### config.mk
export PLATFORM = sky130hd
export DESIGN_NAME = ctl_stat_regs
export DESIGN_NICKNAME = d
export VERILOG_FILES = /design/src/rtl/csr_pkg.sv /design/src/rtl/csr_decode.sv /design/src/rtl/csr_op_timer.sv /design/src/rtl/csr_flags.sv /design/src/rtl/ctl_stat_regs.sv
export SDC_FILE = /design/constraint.sdc
export NUM_CORES = 1
export LEC_CHECK = 0
export BUFFER_PORTS_ARGS = -buffer_cell sky130_fd_sc_hd__buf_2
export CAP_MARGIN = 20
export CORE_AREA = 5 5 42 44
export DETAILED_ROUTE_END_ITERATION = 10
export DIE_AREA = 0 0 47 49
export PLACE_DENSITY = 0.66
export REMOVE_ABC_BUFFERS = 1
export SKIP_CTS_REPAIR_TIMING = 1
export SYNTH_ARGS = -nofsm -noshare
export SYNTH_HDL_FRONTEND = slang
export SYNTH_SLANG_ARGS = --single-unit
### constraint.sdc
create_clock -name clk -period 2.2 [get_ports clk]
set_clock_uncertainty 0.2 [all_clocks]
set_input_delay 0.11 -clock clk [delete_from_list [all_inputs] [get_ports clk]]
set_output_delay 0.11 -clock clk [all_outputs]
set_load 0.005 [all_outputs]
### src/rtl/csr_pkg.sv
package csr_pkg;

    // Command register bit positions (software-visible encoding)
    localparam int CMD_START_BIT    = 0;
    localparam int CMD_CLRDONE_BIT  = 1;
    localparam int CMD_CLRREADY_BIT = 2;
    localparam int CMD_SETREADY_BIT = 3;

    // Status register bit positions
    localparam int STS_DONE_BIT  = 0;
    localparam int STS_READY_BIT = 1;

    // Highest bit position used by either register
    localparam int MAP_TOP_BIT = 3;

    typedef struct packed {
        logic set_ready;
        logic clr_ready;
        logic clr_done;
        logic start;
    } cmd_t;

    typedef enum logic [1:0] {
        SEL_NONE,
        SEL_STATUS,
        SEL_COMMAND
    } rd_sel_e;

    typedef enum logic {
        TMR_IDLE,
        TMR_COUNT
    } tmr_state_e;

endpackage

### src/rtl/csr_decode.sv
module csr_decode
    import csr_pkg::*;
#(
    parameter int ADDR_W     = 4,
    parameter int DATA_W     = 4,
    parameter int STATUS_OFS = 0,
    parameter int CMD_OFS    = 4
) (
    input  logic [ADDR_W-1:0] addr,
    input  logic              we,
    input  logic [DATA_W-1:0] wdata,
    output cmd_t              cmd,
    output rd_sel_e           rd_sel
);

    localparam logic [ADDR_W-1:0] STATUS_A = ADDR_W'(STATUS_OFS);
    localparam logic [ADDR_W-1:0] CMD_A    = ADDR_W'(CMD_OFS);

    logic hit_status;
    logic hit_cmd;
    logic wr_cmd;

    assign hit_status = (addr == STATUS_A);
    assign hit_cmd    = (addr == CMD_A);
    assign wr_cmd     = we && hit_cmd;

    always_comb begin
        cmd.set_ready = wr_cmd && wdata[CMD_SETREADY_BIT];
        cmd.clr_ready = wr_cmd && wdata[CMD_CLRREADY_BIT];
        cmd.clr_done  = wr_cmd && wdata[CMD_CLRDONE_BIT];
        cmd.start     = wr_cmd && wdata[CMD_START_BIT];
    end

    always_comb begin
        if (hit_status) begin
            rd_sel = SEL_STATUS;
        end else if (hit_cmd) begin
            rd_sel = SEL_COMMAND;
        end else begin
            rd_sel = SEL_NONE;
        end
    end

    // commands only ever come from the command offset
    always_comb begin
        if (!hit_cmd) begin
            assert (cmd == '0)
                else $error("p_cmd_only_at_offset_r10 violated");
        end
    end

endmodule

### src/rtl/csr_op_timer.sv
module csr_op_timer
    import csr_pkg::*;
#(
    parameter int OP_CYCLES = 5
) (
    input  logic clk,
    input  logic rst,
    input  logic start_req,
    input  logic ready_next,
    output logic done_evt,
    output logic busy
);

    localparam int CNT_W = (OP_CYCLES > 1) ? $clog2(OP_CYCLES) : 1;
    localparam logic [CNT_W-1:0] CNT_LOAD = CNT_W'(OP_CYCLES - 1);

    tmr_state_e       state_q, state_d;
    logic [CNT_W-1:0] cnt_q, cnt_d;
    logic             accept;

    assign accept = start_req && ready_next && (state_q == TMR_IDLE);

    // State register
    always_ff @(posedge clk) begin
        if (rst) begin
            state_q <= TMR_IDLE;
            cnt_q   <= '0;
        end else begin
            state_q <= state_d;
            cnt_q   <= cnt_d;
        end
    end

    // Next state: launch (IDLE->COUNT), finish (COUNT->IDLE)
    always_comb begin
        state_d = state_q;
        cnt_d   = cnt_q;
        unique case (state_q)
            TMR_IDLE: begin
                if (accept) begin
                    state_d = TMR_COUNT;
                    cnt_d   = CNT_LOAD;
                end
            end
            TMR_COUNT: begin
                if (cnt_q == '0) begin
                    state_d = TMR_IDLE;
                end else begin
                    cnt_d = cnt_q - CNT_W'(1);
                end
            end
            default: begin
                state_d = TMR_IDLE;
            end
        endcase
    end

    // Outputs
    always_comb begin
        done_evt = 1'b0;
        busy     = 1'b0;
        unique case (state_q)
            TMR_IDLE:  ;
            TMR_COUNT: begin
                busy     = 1'b1;
                done_evt = (cnt_q == '0);
            end
            default: ;
        endcase
    end

    // Checker counter: edges since the accepting edge
    int elapsed_q;
    always_ff @(posedge clk) begin
        if (rst) begin
            elapsed_q <= 0;
        end else if (accept) begin
            elapsed_q <= 1;
        end else if (state_q == TMR_COUNT) begin
            elapsed_q <= elapsed_q + 1;
        end
    end

    // a running countdown only moves down by one, whatever arrives
    p_count_down_r8: assert property (@(posedge clk) disable iff (rst)
        (state_q == TMR_COUNT && cnt_q != '0) |=>
            (state_q == TMR_COUNT && cnt_q == $past(cnt_q) - CNT_W'(1)));

    // start with the updated ready flag low is refused
    p_start_gate_r5: assert property (@(posedge clk) disable iff (rst)
        (state_q == TMR_IDLE && start_req && !ready_next) |=> (state_q == TMR_IDLE));

    // start with the updated ready flag high launches
    p_start_launch_r5: assert property (@(posedge clk) disable iff (rst)
        (state_q == TMR_IDLE && start_req && ready_next) |=>
            (state_q == TMR_COUNT && cnt_q == CNT_LOAD));

    // completion lands exactly OP_CYCLES edges after acceptance
    p_done_timing_r6: assert property (@(posedge clk) disable iff (rst)
        done_evt |-> (elapsed_q == OP_CYCLES));

endmodule

### src/rtl/csr_flags.sv
module csr_flags
    import csr_pkg::*;
(
    input  logic clk,
    input  logic rst,
    input  cmd_t cmd,
    input  logic done_evt,
    output logic ready_q,
    output logic ready_next,
    output logic done_q
);

    // Set/clear resolution; a conflict holds the flag
    always_comb begin
        unique case ({cmd.set_ready, cmd.clr_ready})
            2'b10:   ready_next = 1'b1;
            2'b01:   ready_next = 1'b0;
            default: ready_next = ready_q;
        endcase
    end

    always_ff @(posedge clk) begin
        if (rst) begin
            ready_q <= 1'b0;
        end else begin
            ready_q <= ready_next;
        end
    end

    // Completion has priority over a same-cycle clear
    always_ff @(posedge clk) begin
        if (rst) begin
            done_q <= 1'b0;
        end else if (done_evt) begin
            done_q <= 1'b1;
        end else if (cmd.clr_done) begin
            done_q <= 1'b0;
        end
    end

    p_reset_r1: assert property (@(posedge clk)
        rst |=> (!ready_q && !done_q));

    p_ready_set_r3: assert property (@(posedge clk) disable iff (rst)
        (cmd.set_ready && !cmd.clr_ready) |=> ready_q);

    p_ready_clr_r3: assert property (@(posedge clk) disable iff (rst)
        (cmd.clr_ready && !cmd.set_ready) |=> !ready_q);

    p_ready_hold_r4: assert property (@(posedge clk) disable iff (rst)
        (cmd.set_ready && cmd.clr_ready) |=> $stable(ready_q));

    p_done_clr_r7: assert property (@(posedge clk) disable iff (rst)
        (cmd.clr_done && !done_evt) |=> !done_q);

    p_done_wins_r9: assert property (@(posedge clk) disable iff (rst)
        done_evt |=> done_q);

endmodule

### src/rtl/ctl_stat_regs.sv
module ctl_stat_regs
    import csr_pkg::*;
#(
    parameter int ADDR_W     = 4,
    parameter int DATA_W     = 4,
    parameter int STATUS_OFS = 0,
    parameter int CMD_OFS    = 4,
    parameter int OP_CYCLES  = 5
) (
    input  logic              clk,
    input  logic              rst,
    input  logic [ADDR_W-1:0] bus_addr,
    input  logic              bus_we,
    input  logic [DATA_W-1:0] bus_wdata,
    input  logic              bus_re,
    output logic [DATA_W-1:0] bus_rdata
);

    initial begin
        assert (DATA_W > MAP_TOP_BIT)
            else $error("DATA_W too narrow for the register map");
    end

    cmd_t        cmd;
    rd_sel_e     rd_sel;
    logic        ready_q;
    logic        ready_next;
    logic        done_q;
    logic        done_evt;
    logic        busy;
    logic [DATA_W-1:0] status_word;

    csr_decode #(
        .ADDR_W    (ADDR_W),
        .DATA_W    (DATA_W),
        .STATUS_OFS(STATUS_OFS),
        .CMD_OFS   (CMD_OFS)
    ) u_decode (
        .addr  (bus_addr),
        .we    (bus_we),
        .wdata (bus_wdata),
        .cmd   (cmd),
        .rd_sel(rd_sel)
    );

    csr_flags u_flags (
        .clk       (clk),
        .rst       (rst),
        .cmd       (cmd),
        .done_evt  (done_evt),
        .ready_q   (ready_q),
        .ready_next(ready_next),
        .done_q    (done_q)
    );

    csr_op_timer #(
        .OP_CYCLES(OP_CYCLES)
    ) u_timer (
        .clk       (clk),
        .rst       (rst),
        .start_req (cmd.start),
        .ready_next(ready_next),
        .done_evt  (done_evt),
        .busy      (busy)
    );

    always_comb begin
        status_word                = '0;
        status_word[STS_READY_BIT] = ready_q;
        status_word[STS_DONE_BIT]  = done_q;
    end

    // Registered read-back; zero outside a status read
    always_ff @(posedge clk) begin
        if (rst) begin
            bus_rdata <= '0;
        end else if (bus_re) begin
            unique case (rd_sel)
                SEL_STATUS:  bus_rdata <= status_word;
                SEL_COMMAND: bus_rdata <= '0;
                default:     bus_rdata <= '0;
            endcase
        end else begin
            bus_rdata <= '0;
        end
    end

    p_rd_zero_r10: assert property (@(posedge clk) disable iff (rst)
        (bus_re && rd_sel != SEL_STATUS) |=> (bus_rdata == '0));

    p_rd_status_r2: assert property (@(posedge clk) disable iff (rst)
        (bus_re && rd_sel == SEL_STATUS) |=>
            (bus_rdata[STS_READY_BIT] == $past(ready_q) &&
             bus_rdata[STS_DONE_BIT]  == $past(done_q)));

    p_done_needs_busy_r6: assert property (@(posedge clk) disable iff (rst)
        done_evt |-> busy);

endmodule

; Word-level counts from Yosys, hierarchy flattened
; Index checks and enable logic that the tools add are counted.
[totals]
reg_bits = 10
input_bits = 12
output_inout_bits = 4
elab_cells = 41
[classes]
add_sub_neg = 1
n_eq_ne = 6
muxes = 12
bitwise_logic = 3
n_reduce_logical = 13
[ops]
columns = cell, count
row1 = $logic_and 1x1->1, 7
row2 = $mux 3, 2
row3 = $pmux 3 s2, 1
row4 = $mux 1, 5
row5 = $eq 2x1->1 const B, 2
row6 = $eq 4x3->1 const B, 1
row7 = $logic_not 4->1, 1
row8 = $mux 2, 2
row9 = $pmux 1 s2, 2
row10 = $logic_not 3->1, 1
row11 = $not 1->1, 3
row12 = $reduce_or 3->1, 1
row13 = $sub 3x1->3 const B, 1
row14 = $eq 2x2->1 const B, 1
row15 = $ne 2x1->1 const B, 1
row16 = $ne 2x2->1 const B, 1
row17 = $reduce_and 2->1, 1
row18 = $reduce_bool 2->1, 1
row19 = $reduce_or 2->1, 1

; Depth between registers and ports, before layout
; Gate-level depths: netlist of the first run.
[depth]
depth_word = 9
ltp_mapped = 7
depth_no_buf = 7

; Modules after synthesis
; From an unflattened synthesis of the first run, not the netlist that was laid out.
[unflattened]
hier_cells = 47
hier_area_um2 = 464.2
[by_module_without_submodules]
columns = module, instances, cells_each, area_each_um2, seq_area_each_um2
row1 = csr_op_timer, 1, 23, 215.2, 80.1
row2 = csr_flags, 1, 9, 100.1, 40.0
row3 = ctl_stat_regs, 1, 8, 86.3, 40.0
row4 = csr_decode, 1, 7, 62.6, 0.0

; Worst setup path after synthesis of the first run
; OpenSTA, ideal clock, no wires.
[synth_path]
kind = input -> register
startpoint = in bus_addr[3]
endpoint = reg u_timer.cnt_q[1]
setup_ps = 135
arrival_ps = 1621
t_required_ps = 1865
path_slack_ps = 244
stages = 7
n_path_buf = 0
cell_sequence = or3_4 -> nor2_1 -> nand2_1 -> ha_1 -> mux2i_1 -> nor4b_4 -> o32ai_1
[synth_via]
elab_chain_len = 9
word_cells_on_any_way = 12
classes_between = 4 x eq/ne / 1 x mux / 7 x reduce/logical
[synth_lines]
columns = element, line_no
row1 = from (decl), ctl_stat_regs.sv:12  ; input logic [ADDR_W-1:0] bus_addr,
row2 = $eq 4x3->1 (*), csr_decode.sv:24  ; assign hit_cmd = (addr == CMD_A);
row3 = $logic_and 1x1->1 (*), csr_decode.sv:25  ; assign wr_cmd = we && hit_cmd;
row4 = $logic_and 1x1->1 (on tied branches), "csr_decode.sv:29, csr_decode.sv:28"
row5 = $eq 2x1->1 or $eq 2x2->1 (tied branches), csr_flags.sv:15  ; unique case ({cmd.set_ready, cmd.clr_ready})
row6 = $pmux 1 s2, csr_flags.sv:15
row7 = $logic_and 1x1->1 (*) (2 in series), csr_op_timer.sv:21  ; assign accept = start_req && ready_next && (state_q == TMR_IDLE);
row8 = $ne 2x1->1 (no line) (*), -
row9 = $reduce_and 2->1 (no line) (*), -
row10 = to (signal assigned), csr_op_timer.sv:30  ; cnt_q <= cnt_d;
row11 = to (decl), csr_op_timer.sv:18  ; logic [CNT_W-1:0] cnt_q, cnt_d;
; Every way passes the cells marked *; elsewhere a longest branch is shown, timed or not.
; A chain may end at the register's enable or synchronous reset.

; Worst setup path after layout of the first run
[layout_path]
startpoint = in bus_addr[3]
endpoint = reg u_timer.cnt_q[0]
; Same word-level chain as after synthesis.

==> qor.yml, run 1 <==
status:
  outcome: "finished clean"
synthesis:
  synth_top_area_cell: "dfxtp_1"
  postSynthCellCount: 47
  ys_warn_count: 0
  yosys-top-cells-area: "dfxtp_1 36%, ha_1 8.5%, nor4b_4 5.4%, mux2i_1 4.6%, and2_1 4.3%"
  yosysTopAreaCellShare: 0.365
  ys_ff_latch: 8
  ys_types: 23
  synth_area_sq_um: 439
  synth.avg_cell_area_sq_um: 9.34
  yosysSeqAreaShare: 0.365
sta:
  setup-tns-final_ns: 0
  rsz0062_at_grt: "false"
  setup_viol: 0
  period_minus_slack_ns: 1.93
  setup_ws_ns: 0.271
  hold_violations: 0
  whs_ns: 0.0393
  fmax_ghz: 0.518
  fin_crit_sh: 0.877
  report.final.slew_viol_count: 0
cts:
  cts_tree: "done"
  insertion_delay_ns: 0.25
  clock_path_buffers: 2
  path_clk_slew_ns: 0.05
  h-tree-depth: 1
  numCtsBuffers: 3
  clock-sinks: 8
  cts-root-buf: "clkbuf_4"
grt:
  grt_pass1_wl_microns: 1410
  track_usage: 0.0896
  grt_pass1_vias: 327
  grt_max_degree: 9
  antenna_found_initial: 0
  overflow: 0
critical_path:
  r2r_cells: 5
  crit_type: "in -> reg"
  reg2reg_from: "u_timer.cnt_q[0]"
  worstReg2RegEnd: "u_timer.cnt_q[1]"
  startpoint: "bus_addr[3]"
  cp_max_fo: 4
  rrSetupSlack_ns: 0.52
  arrival_ns: 1.89
  critPathCaptureType: "flip-flop"
  start_kind: "input port"
  cp.required_ns: 2.16
  endpoint: "u_timer.cnt_q[0]"
power_and_ir_drop:
  power.density_nw_per_um2: 481
  p_seq_frac: 0.520
  ir_drop_mv: 0.280
  p_int_uw: 222
  power.leakage_nw: 0.278
  clock_power_share: 0.391
  pwr-share-comb: 0.089
  p_switching_uw: 57.2
  swShare: 0.205
detailed_routing:
  dr.first_iter.drc_count: 4
  ant_nets: 0
  drc: 0
  via_count: 410
  wire_per_inst_microns: 11.1
  first_pass_iters: 2
  routed_wl_microns: 924
  vias_per_cell: 4.94
die:
  die-area_sq_um: 2300
  pin_count: 16
  start_util: 0.313
  die_w_microns: 47
  num_rows: 14
  die_y_microns: 49
  core_sq_um: 1400
layout:
  drive_above_1_share: 0.313
  postLayoutCoreUtil: 0.414
  design_area_sq_um: 581
  diodes: 0
  fillers: 149
  fin_nets: 84
  area_growth_syn_to_layout_pct: 32.2
  final_common_cell: "buf_2"
  layout_common_cells: "13 x buf_2, 8 x dfxtp_1, 5 x nand2_1"
placement:
  place.gp.congestion: 0.748
  hpwl_microns: 727
  dp_slack_ns: -0.0208
  place_area_sq_um: 528
  portBuffers: 13
run:
  maxCapViolations: 0
hold_path:
  hold_class: "in -> reg"
[final cells by class]
class,count,area (sq um),share of cell area
well taps,16,20.0,0.0345
multi-input cells,34,253,0.435
flip-flops and latches,8,160,0.276
inverters,4,15.0,0.0259
clock buffers,3,22.5,0.0388
repair buffers,18,110,0.190
[logic make-up after synthesis]
logic type | share of synthesized area
AOI/OAI and AO/OA | 0.108
adders and majority gates | 0.0855
buffers and inverters | 0.0684
DFF | 0.365
muxes | 0.0712
other | 0.00854
and+or+nand+nor | 0.293
[power groups by stage]
stage	clock, mW	combinational [mW]	sequential (mW)
final	0.109	0.0248	0.145
after global routing	0.121	0.0273	0.145
after CTS	0.114	0.0206	0.145
after detailed placement	0	0.0204	0.148
after global placement	0	0.0200	0.148
after floorplan	0	0.00690	0.148
[registers in the layout, indices dropped and copies added, names as in the netlist]
register,cells
u_timer.cnt_q,3
u_flags.ready_q,1
u_timer.state_q,1
bus_rdata,2
u_flags.done_q,1
[routing by layer]
metal  GRT usage  vias to the layer above  share of wire
met5           0                        -              0
met4      0.0829                        0          0.056
met3      0.0295                        7          0.083
met2       0.122                       19           0.45
met1       0.104                      178           0.40
li1            -                      206              -
[how the worst min path moves through the flow]
stage	start	end	cells past startpoint
floorplan	rst	u_flags.ready_q	1
global placement	bus_wdata[1]	u_flags.done_q	2
detailed placement	bus_wdata[1]	u_flags.done_q	2
CTS	bus_wdata[1]	u_flags.done_q	2
global route	bus_wdata[0]	u_timer.cnt_q[1]	3
finish	bus_wdata[0]	u_timer.cnt_q[1]	3
[cell usage after synthesis]
cell type / count
dfxtp_1: 8
nand2_1: 5
inv_1: 4
nor2_1: 4
and2_1: 3
ha_1: 3
buf_4: 2
mux2i_1: 2
nand3_1: 2
a31oi_1: 1
and3b_1: 1
conb_1: 1
mux2_2: 1
nor2b_1: 1
nor4b_1: 1
nor4b_4: 1
o211a_1: 1
o21ai_0: 1
o2bb2ai_1: 1
o311ai_1: 1
o32ai_1: 1
or3_4: 1
or4_1: 1
[worst max-delay path, stage by stage]
cell and delay, ns:
buf_2 0.10, or3_4 0.37, nor2_1 0.19, nand2_1 0.08
ha_1 0.30, mux2i_1 0.36, nor4b_4 0.11, o311ai_1 0.27
[per-stage QoR]
stage	total power, mW	cells
final	0.279	83
after global routing	0.293	83
after CTS	0.280	80
after detailed placement	0.169	77
after global placement	0.168	77
after floorplan	0.155	46
No activity file was read; power rests on OpenSTA's default activity.
==> run 2: changes to the inputs <==
--- a/config.mk
+++ b/config.mk
@@ -5,14 +5,16 @@
 export SDC_FILE = /design/constraint.sdc
 export NUM_CORES = 1
 export LEC_CHECK = 0
-export BUFFER_PORTS_ARGS = -buffer_cell sky130_fd_sc_hd__buf_2
+export ABC_CLOCK_PERIOD_IN_PS = 2200
 export CAP_MARGIN = 20
 export CORE_AREA = 5 5 42 44
 export DETAILED_ROUTE_END_ITERATION = 10
 export DIE_AREA = 0 0 47 49
-export PLACE_DENSITY = 0.66
+export DONT_BUFFER_PORTS = 1
+export PLACE_DENSITY = 0.56
 export REMOVE_ABC_BUFFERS = 1
 export SKIP_CTS_REPAIR_TIMING = 1
+export SLEW_MARGIN = 10
 export SYNTH_ARGS = -nofsm -noshare
 export SYNTH_HDL_FRONTEND = slang
 export SYNTH_SLANG_ARGS = --single-unit
==> run 2 against run 1 <==
Compared with the run above: the flow now finishes with violations (hold timing); power fell by 1.7%; sequential share of layout area rose by 2.6 points; fmax increased by 7.2%; final cell count down 14%; sequential power about the same; global-route usage shrank 0.78 points; clock power about the same; critical path type unchanged.
==> qor.yml, run 2 (synthesized netlist as in run 1, its figures left out) <==
die:
  pin_count: 16  # unchanged
  die-area_sq_um: 2300  # unchanged
  die_y_microns: 49  # unchanged
  start_util: 0.313  # unchanged
  num_rows: 14  # unchanged
  die_w_microns: 47  # unchanged
  core_sq_um: 1400  # unchanged
critical_path:
  rrSetupSlack_ns: 0.52  # about the same
  max_stage_delay_ns: 0.37  # about the same
  critPathCaptureType: "flip-flop"
  crit_chain: "or3_4 -> nor2_1 -> nand2_1 -> ha_1 -> mux2i_1 -> nor4b_4 -> o32ai_1"
  crit_family: "simple AND/OR/NAND/NOR gates"
  cp_max_fo: 4  # unchanged
  crit_type: "in -> reg"
  reg2reg_from: "u_timer.cnt_q[0]"
  worstReg2RegEnd: "u_timer.cnt_q[1]"
  start_kind: "input port"
  path_depth: 7  # -1
  arrival_ns: 1.72  # -0.17 ns
  cp_slowest_cell: "or3_4"
  r2r_cells: 5  # unchanged
  cp.required_ns: 2.12  # -0.04 ns
  path_buf_inv: 0  # -1
cts:
  clock_path_buffers: 2  # unchanged
  cts-root-buf: "clkbuf_4"
  cts_tree: "done"
  h-tree-depth: 1  # unchanged
  insertion_delay_ns: 0.25  # about the same
  numCtsBuffers: 3  # unchanged
  path_clk_slew_ns: 0.05  # about the same
  clock-sinks: 8  # unchanged
sta:
  setup_ws_ns: 0.400  # +0.129 ns
  report.final.slew_viol_count: 0  # unchanged
  whs_ns: -0.0209  # -0.0602 ns
  setup-tns-final_ns: 0  # unchanged
  setup_viol: 0  # unchanged
  hold_violations: 3  # +3
  rsz0062_at_grt: "false"
  period_minus_slack_ns: 1.80  # -0.129 ns
  fin_crit_sh: 0.818  # -0.0585
  fmax_ghz: 0.556  # +7.2%
placement:
  place.gp.congestion: 0.722  # -3.4%
  portBuffers: 0  # -13
  place_area_sq_um: 448  # -15%
  dp_slack_ns: 0.0752  # +0.0960 ns
  hpwl_microns: 611  # -16%
power_and_ir_drop:
  power.density_nw_per_um2: 517  # +7.6%
  p_total_uw: 274  # -1.7%
  power.leakage_nw: 0.224  # -19%
  ir_drop_mv: 0.273  # -2.5%
detailed_routing:
  wire_per_inst_microns: 11.5  # +3.2%
  via_count: 348  # -15%
  first_pass_iters: 2  # unchanged
  vias_per_cell: 4.90  # -0.78%
  dr.first_iter.drc_count: 4  # unchanged
  drc: 0  # unchanged
  routed_wl_microns: 816  # -12%
  ant_nets: 0  # unchanged
layout:
  regMostFlops: "u_timer.cnt_q"
  largestRegisters: "u_timer.cnt_q (3), bus_rdata (2)"
  postLayoutCoreUtil: 0.379  # -0.0357
  drive_above_1_share: 0.109  # -0.204
  area_growth_syn_to_layout_pct: 20.8
  final_common_cell: "dfxtp_1"
  design_area_sq_um: 531  # -8.6%
  diodes: 0  # unchanged
  fin_nets: 72  # -14%
  largest_reg_flops: 3  # unchanged
  layout_common_cells: "8 x dfxtp_1, 6 x dlygate4sd3_1, 5 x nand2_1"
grt:
  grt_pass1_vias: 310  # -5.2%
  grt_max_degree: 9  # unchanged
  track_usage: 0.0818  # -0.00782
  overflow: 0  # unchanged
  antenna_found_initial: 0  # unchanged
  grt_pass1_wl_microns: 1300  # -8.3%
hold_path:
  min_to: "u_timer.cnt_q[1]"
  hold_class: "in -> reg"
  hold_depth: 3  # unchanged
  hp-start: "bus_addr[2]"
run:
  maxCapViolations: 0  # unchanged
status:
  outcome: "finished, violations left"
  violations: "hold timing"
run 2: stage by stage:
stage	cells	hold slack [ns]
6_report	71	-0.0209
5_1_grt	71	0.00619
4_1_cts	65	-0.286
3_5_place_dp	62	-0.0134
3_3_place_gp	62	-0.0144
2_1_floorplan	46	-0.0176
run 2: routing by layer:
layer | vias up | wire length (microns) | global-route usage
li1 | 179 | - | -
met1 | 151 | 363 | 0.102
met2 | 14 | 355 | 0.0860
met3 | 4 | 68 | 0.0406
met4 | 0 | 29 | 0.0968
met5 | - | 0 | 0
run 2: area by class of cell:
cell class	count	area, sq um
Fill cell	149	871
Multi-Input combinational cell	34	253
Sequential cell	8	160
Timing Repair Buffer	6	60.1
Clock buffer	3	22.5
Tap cell	16	20.0
Inverter	4	15.0
run 2: worst max-delay path by stage:
stage | end | from | slack, ns
after floorplan | u_timer.cnt_q[1] | bus_addr[3] | 0.24
after global placement | u_timer.cnt_q[1] | bus_addr[3] | 0.09
after detailed placement | u_timer.cnt_q[1] | bus_addr[3] | 0.08
after CTS | u_timer.cnt_q[1] | bus_addr[3] | 0.36
after global routing | u_timer.cnt_q[1] | bus_addr[3] | 0.25
final | u_timer.cnt_q[1] | bus_addr[3] | 0.40
run 2: worst reg2reg max path: stages, from the launching register on:
cell and delay (ns):
dfxtp_1 0.33, inv_1 0.08, ha_1 0.18, nor2b_1 0.23
mux2_2 0.36, o32ai_1 0.20
run 2: power by group:
part,switching [mW],total (mW),internal [mW],leakage (nW)
combinational,0.00768,0.0176,0.00992,0.146
sequential,0.00000692,0.145,0.145,0.0644
clock,0.0493,0.112,0.0624,0.0138
==> run 3: changes to the inputs <==
--- a/config.mk
+++ b/config.mk
@@ -5,7 +5,8 @@
 export SDC_FILE = /design/constraint.sdc
 export NUM_CORES = 1
 export LEC_CHECK = 0
-export ABC_CLOCK_PERIOD_IN_PS = 2200
+export ABC_AREA = 1
+export ABC_CLOCK_PERIOD_IN_PS = 1830
 export CAP_MARGIN = 20
 export CORE_AREA = 5 5 42 44
 export DETAILED_ROUTE_END_ITERATION = 10
==> constraint.sdc (replaced) <==
create_clock -name clk -period 1.83 [get_ports clk]
set_clock_uncertainty 0.2 [all_clocks]
set_input_delay 0.0915 -clock clk [delete_from_list [all_inputs] [get_ports clk]]
set_output_delay 0.0915 -clock clk [all_outputs]
set_load 0.005 [all_outputs]
==> run 3 against run 2 <==
Compared with the run above: the flow now finishes without violations; clock power is 21% higher; die area stayed put; global-route usage is 0.92 points higher; worst hold slack better by 0.037 ns; register-to-register slack worse by 0.06 ns; flip-flop and latch count stayed put; sequential power is 21% higher; core utilization is 0.45 points higher; critical path depth is 2 lower; combinational power is 32% higher; sequential share of layout area is 0.35 points lower; critical endpoint is now bus_rdata[1].
==> qor.yml, run 3 <==
power_and_ir_drop:
  power.density_nw_per_um2: 624  # +21%
  power.leakage_nw: 0.221  # -1.8%
  ir_drop_mv: 0.376  # +37%
synthesis:
  async_reset_ff_frac: 0  # unchanged
  synth-edff-count: 0  # unchanged
  synth_common_cells: "12 x nand2_1, 10 x inv_1, 8 x dfxtp_1"
  synth_xor_area_frac: 0.0197  # +0.0197
  synth_top_family_by_area: "simple AND/OR/NAND/NOR gates"
  postSynthCellCount: 59  # +26%
  ys_warn_count: 0  # unchanged
  synth_area_sq_um: 445  # +1.4%
  synth.avg_cell_area_sq_um: 7.55  # -19%
  ys_ff_latch: 8  # unchanged
  muxShareOfSynthArea: 0  # -0.0712
  ys.flop_type: "dfxtp_1"
  ys_types: 20  # -13%
  yosysSeqAreaShare: 0.360  # -0.00512
  synth_fa_ha_area_frac: 0.0843  # -0.00120
  synth_most_common_cell: "nand2_1"
  yosysTopAreaCellShare: 0.360  # -0.00512
  synth_top_area_cell: "dfxtp_1"
  synth_compound_area_frac: 0.0534  # -0.0549
  yosys-top-cells-area: "dfxtp_1 36%, nand2_1 10%, ha_1 8.4%, inv_1 8.4%, nand3_2 4.5%"
  yosys.area_share.simple: 0.348  # +0.0549
layout:
  largestRegisters: "u_timer.cnt_q (3), bus_rdata (2)"
  layout_common_cells: "12 x nand2_1, 10 x inv_1, 8 x dfxtp_1"
  final_common_cell: "nand2_1"
  regMostFlops: "u_timer.cnt_q"
  largest_reg_flops: 3  # unchanged
  postLayoutCoreUtil: 0.383  # +0.00446
  fin_nets: 84  # +17%
  design_area_sq_um: 537  # +1.2%
  fillers: 150  # +0.67%
  diodes: 0  # unchanged
  area_growth_syn_to_layout_pct: 20.5
  drive_above_1_share: 0.164  # +0.0551
die:
  die_w_microns: 47  # unchanged
  pin_count: 16  # unchanged
  die-area_sq_um: 2300  # unchanged
  die_y_microns: 49  # unchanged
  num_rows: 14  # unchanged
  core_sq_um: 1400  # unchanged
  start_util: 0.318  # +0.00446
detailed_routing:
  first_pass_iters: 3  # +1
  wire_per_inst_microns: 10.3  # -11%
  via_count: 364  # +4.6%
  ant_nets: 0  # unchanged
  dr.first_iter.drc_count: 2  # -2
  routed_wl_microns: 853  # +4.5%
  drc: 0  # unchanged
  vias_per_cell: 4.39  # -11%
placement:
  place_area_sq_um: 454  # +1.4%
  hpwl_microns: 652  # +6.8%
  place.gp.congestion: 0.737  # +2.1%
  portBuffers: 0  # unchanged
grt:
  grt_pass1_wl_microns: 1440  # +11%
  overflow: 0  # unchanged
  track_usage: 0.0910  # +0.00917
  grt_max_degree: 7  # -2
  antenna_found_initial: 0  # unchanged
  grt_pass1_vias: 354  # +14%
sta:
  setup-tns-final_ns: 0  # unchanged
  report.final.slew_viol_count: 0  # unchanged
  setup_viol: 0  # unchanged
  fmax_ghz: 0.616
  hold_violations: 0  # -3
  period_minus_slack_ns: 1.62
  fin_crit_sh: 0.888
  rsz0062_at_grt: "false"
critical_path:
  r2r_cells: 6  # +1
  crit_type: "in -> reg"
  endpoint: "bus_rdata[1]"
  arrival_ns: 1.61  # -0.11 ns
  critPathCaptureType: "flip-flop"
  cp_max_fo: 6  # +2
  start_kind: "input port"
  rrSetupSlack_ns: 0.46  # -0.06 ns
  cp.required_ns: 1.82  # -0.30 ns
  reg2reg_from: "u_timer.cnt_q[0]"
  worstReg2RegEnd: "u_timer.cnt_q[1]"
  startpoint: "rst"
cts:
  cts-root-buf: "clkbuf_4"
  path_clk_slew_ns: 0.05  # about the same
  clock_path_buffers: 2  # unchanged
  h-tree-depth: 1  # unchanged
  cts_tree: "done"
  insertion_delay_ns: 0.26  # about the same
  clock-sinks: 8  # unchanged
  numCtsBuffers: 3  # unchanged
status:
  outcome: "finished clean"
hold_path:
  hold_class: "in -> reg"
run:
  maxCapViolations: 0  # unchanged
==> run 3: changes by cell type in the layout (fill, tap and decap cells not counted), sizes merged, moves of 2 or more <==
cell	previous run	this run
and2	3	0
nand4	0	2
nor4b	2	0
nand3	2	4
nand2	5	14
inv	4	11
nor2	4	7
a21oi	0	4
mux2i	2	0
==> run 3: layout make-up <==
class,count,area [sq um],area share
clock buffers,3,22.5,0.0420
inverters,11,41.3,0.0769
multi-input cells,39,233,0.434
flip-flops and latches,8,160,0.298
well taps,16,20.0,0.0373
repair buffers,6,60.1,0.112
==> run 3: metrics by stage <==
stage | hold WS [ns] | power, mW | std cells | worst slack (ns)
finish | 0.0159 | 0.335 | 83 | 0.205
global route | 0.0788 | 0.358 | 83 | 0.118
CTS | -0.320 | 0.330 | 77 | 0.439
detailed placement | -0.0434 | 0.192 | 74 | 0.160
global placement | -0.0435 | 0.192 | 74 | 0.214
floorplan | -0.0461 | 0.191 | 58 | 0.340
==> run 3: critical path: stages <==
cell	delay (ns)
dlygate4sd3_1	0.64
nor2_1	0.12
nand4_1	0.09
dlygate4sd3_1	0.59
nor2_1	0.08
==> run 3: cell families (layout without fill, tap and decap cells) <==
group | count (synthesis) | count (layout)
adder cells (fa/ha/maj) | 3 | 3
flip-flops | 8 | 8
other | 1 | 2
buffers and inverters | 13 | 20
XOR/XNOR | 1 | 1
AND/OR/NAND/NOR | 29 | 29
AO/OA/AOI/OAI | 4 | 4
==> run 3: routing by layer <==
layer / GRT usage / up-vias / share of wire
met3: 0.0554 / 4 / 0.072
met1: 0.102 / 159 / 0.41
li1: - / 193 / -
met2: 0.120 / 8 / 0.49
met4: 0.0691 / 0 / 0.032
met5: 0 / - / 0
==> run 3: power by group <==
group          total [mW]  switching (mW)  internal, mW
clock               0.136          0.0610        0.0751
sequential          0.175        0.000357         0.175
combinational      0.0233          0.0126        0.0108
total               0.335          0.0739         0.261
==> run 3: worst min path at each step <==
stage / start / end / slack, ns / depth (start not counted)
after floorplan: rst / u_timer.cnt_q[1] / -0.05 / 1
after global placement: rst / u_timer.cnt_q[1] / -0.04 / 1
after detailed placement: rst / u_timer.cnt_q[1] / -0.04 / 1
after CTS: rst / u_timer.cnt_q[1] / -0.32 / 1
after global routing: bus_wdata[2] / u_flags.ready_q / 0.08 / 5
final: bus_addr[0] / u_flags.done_q / 0.02 / 6
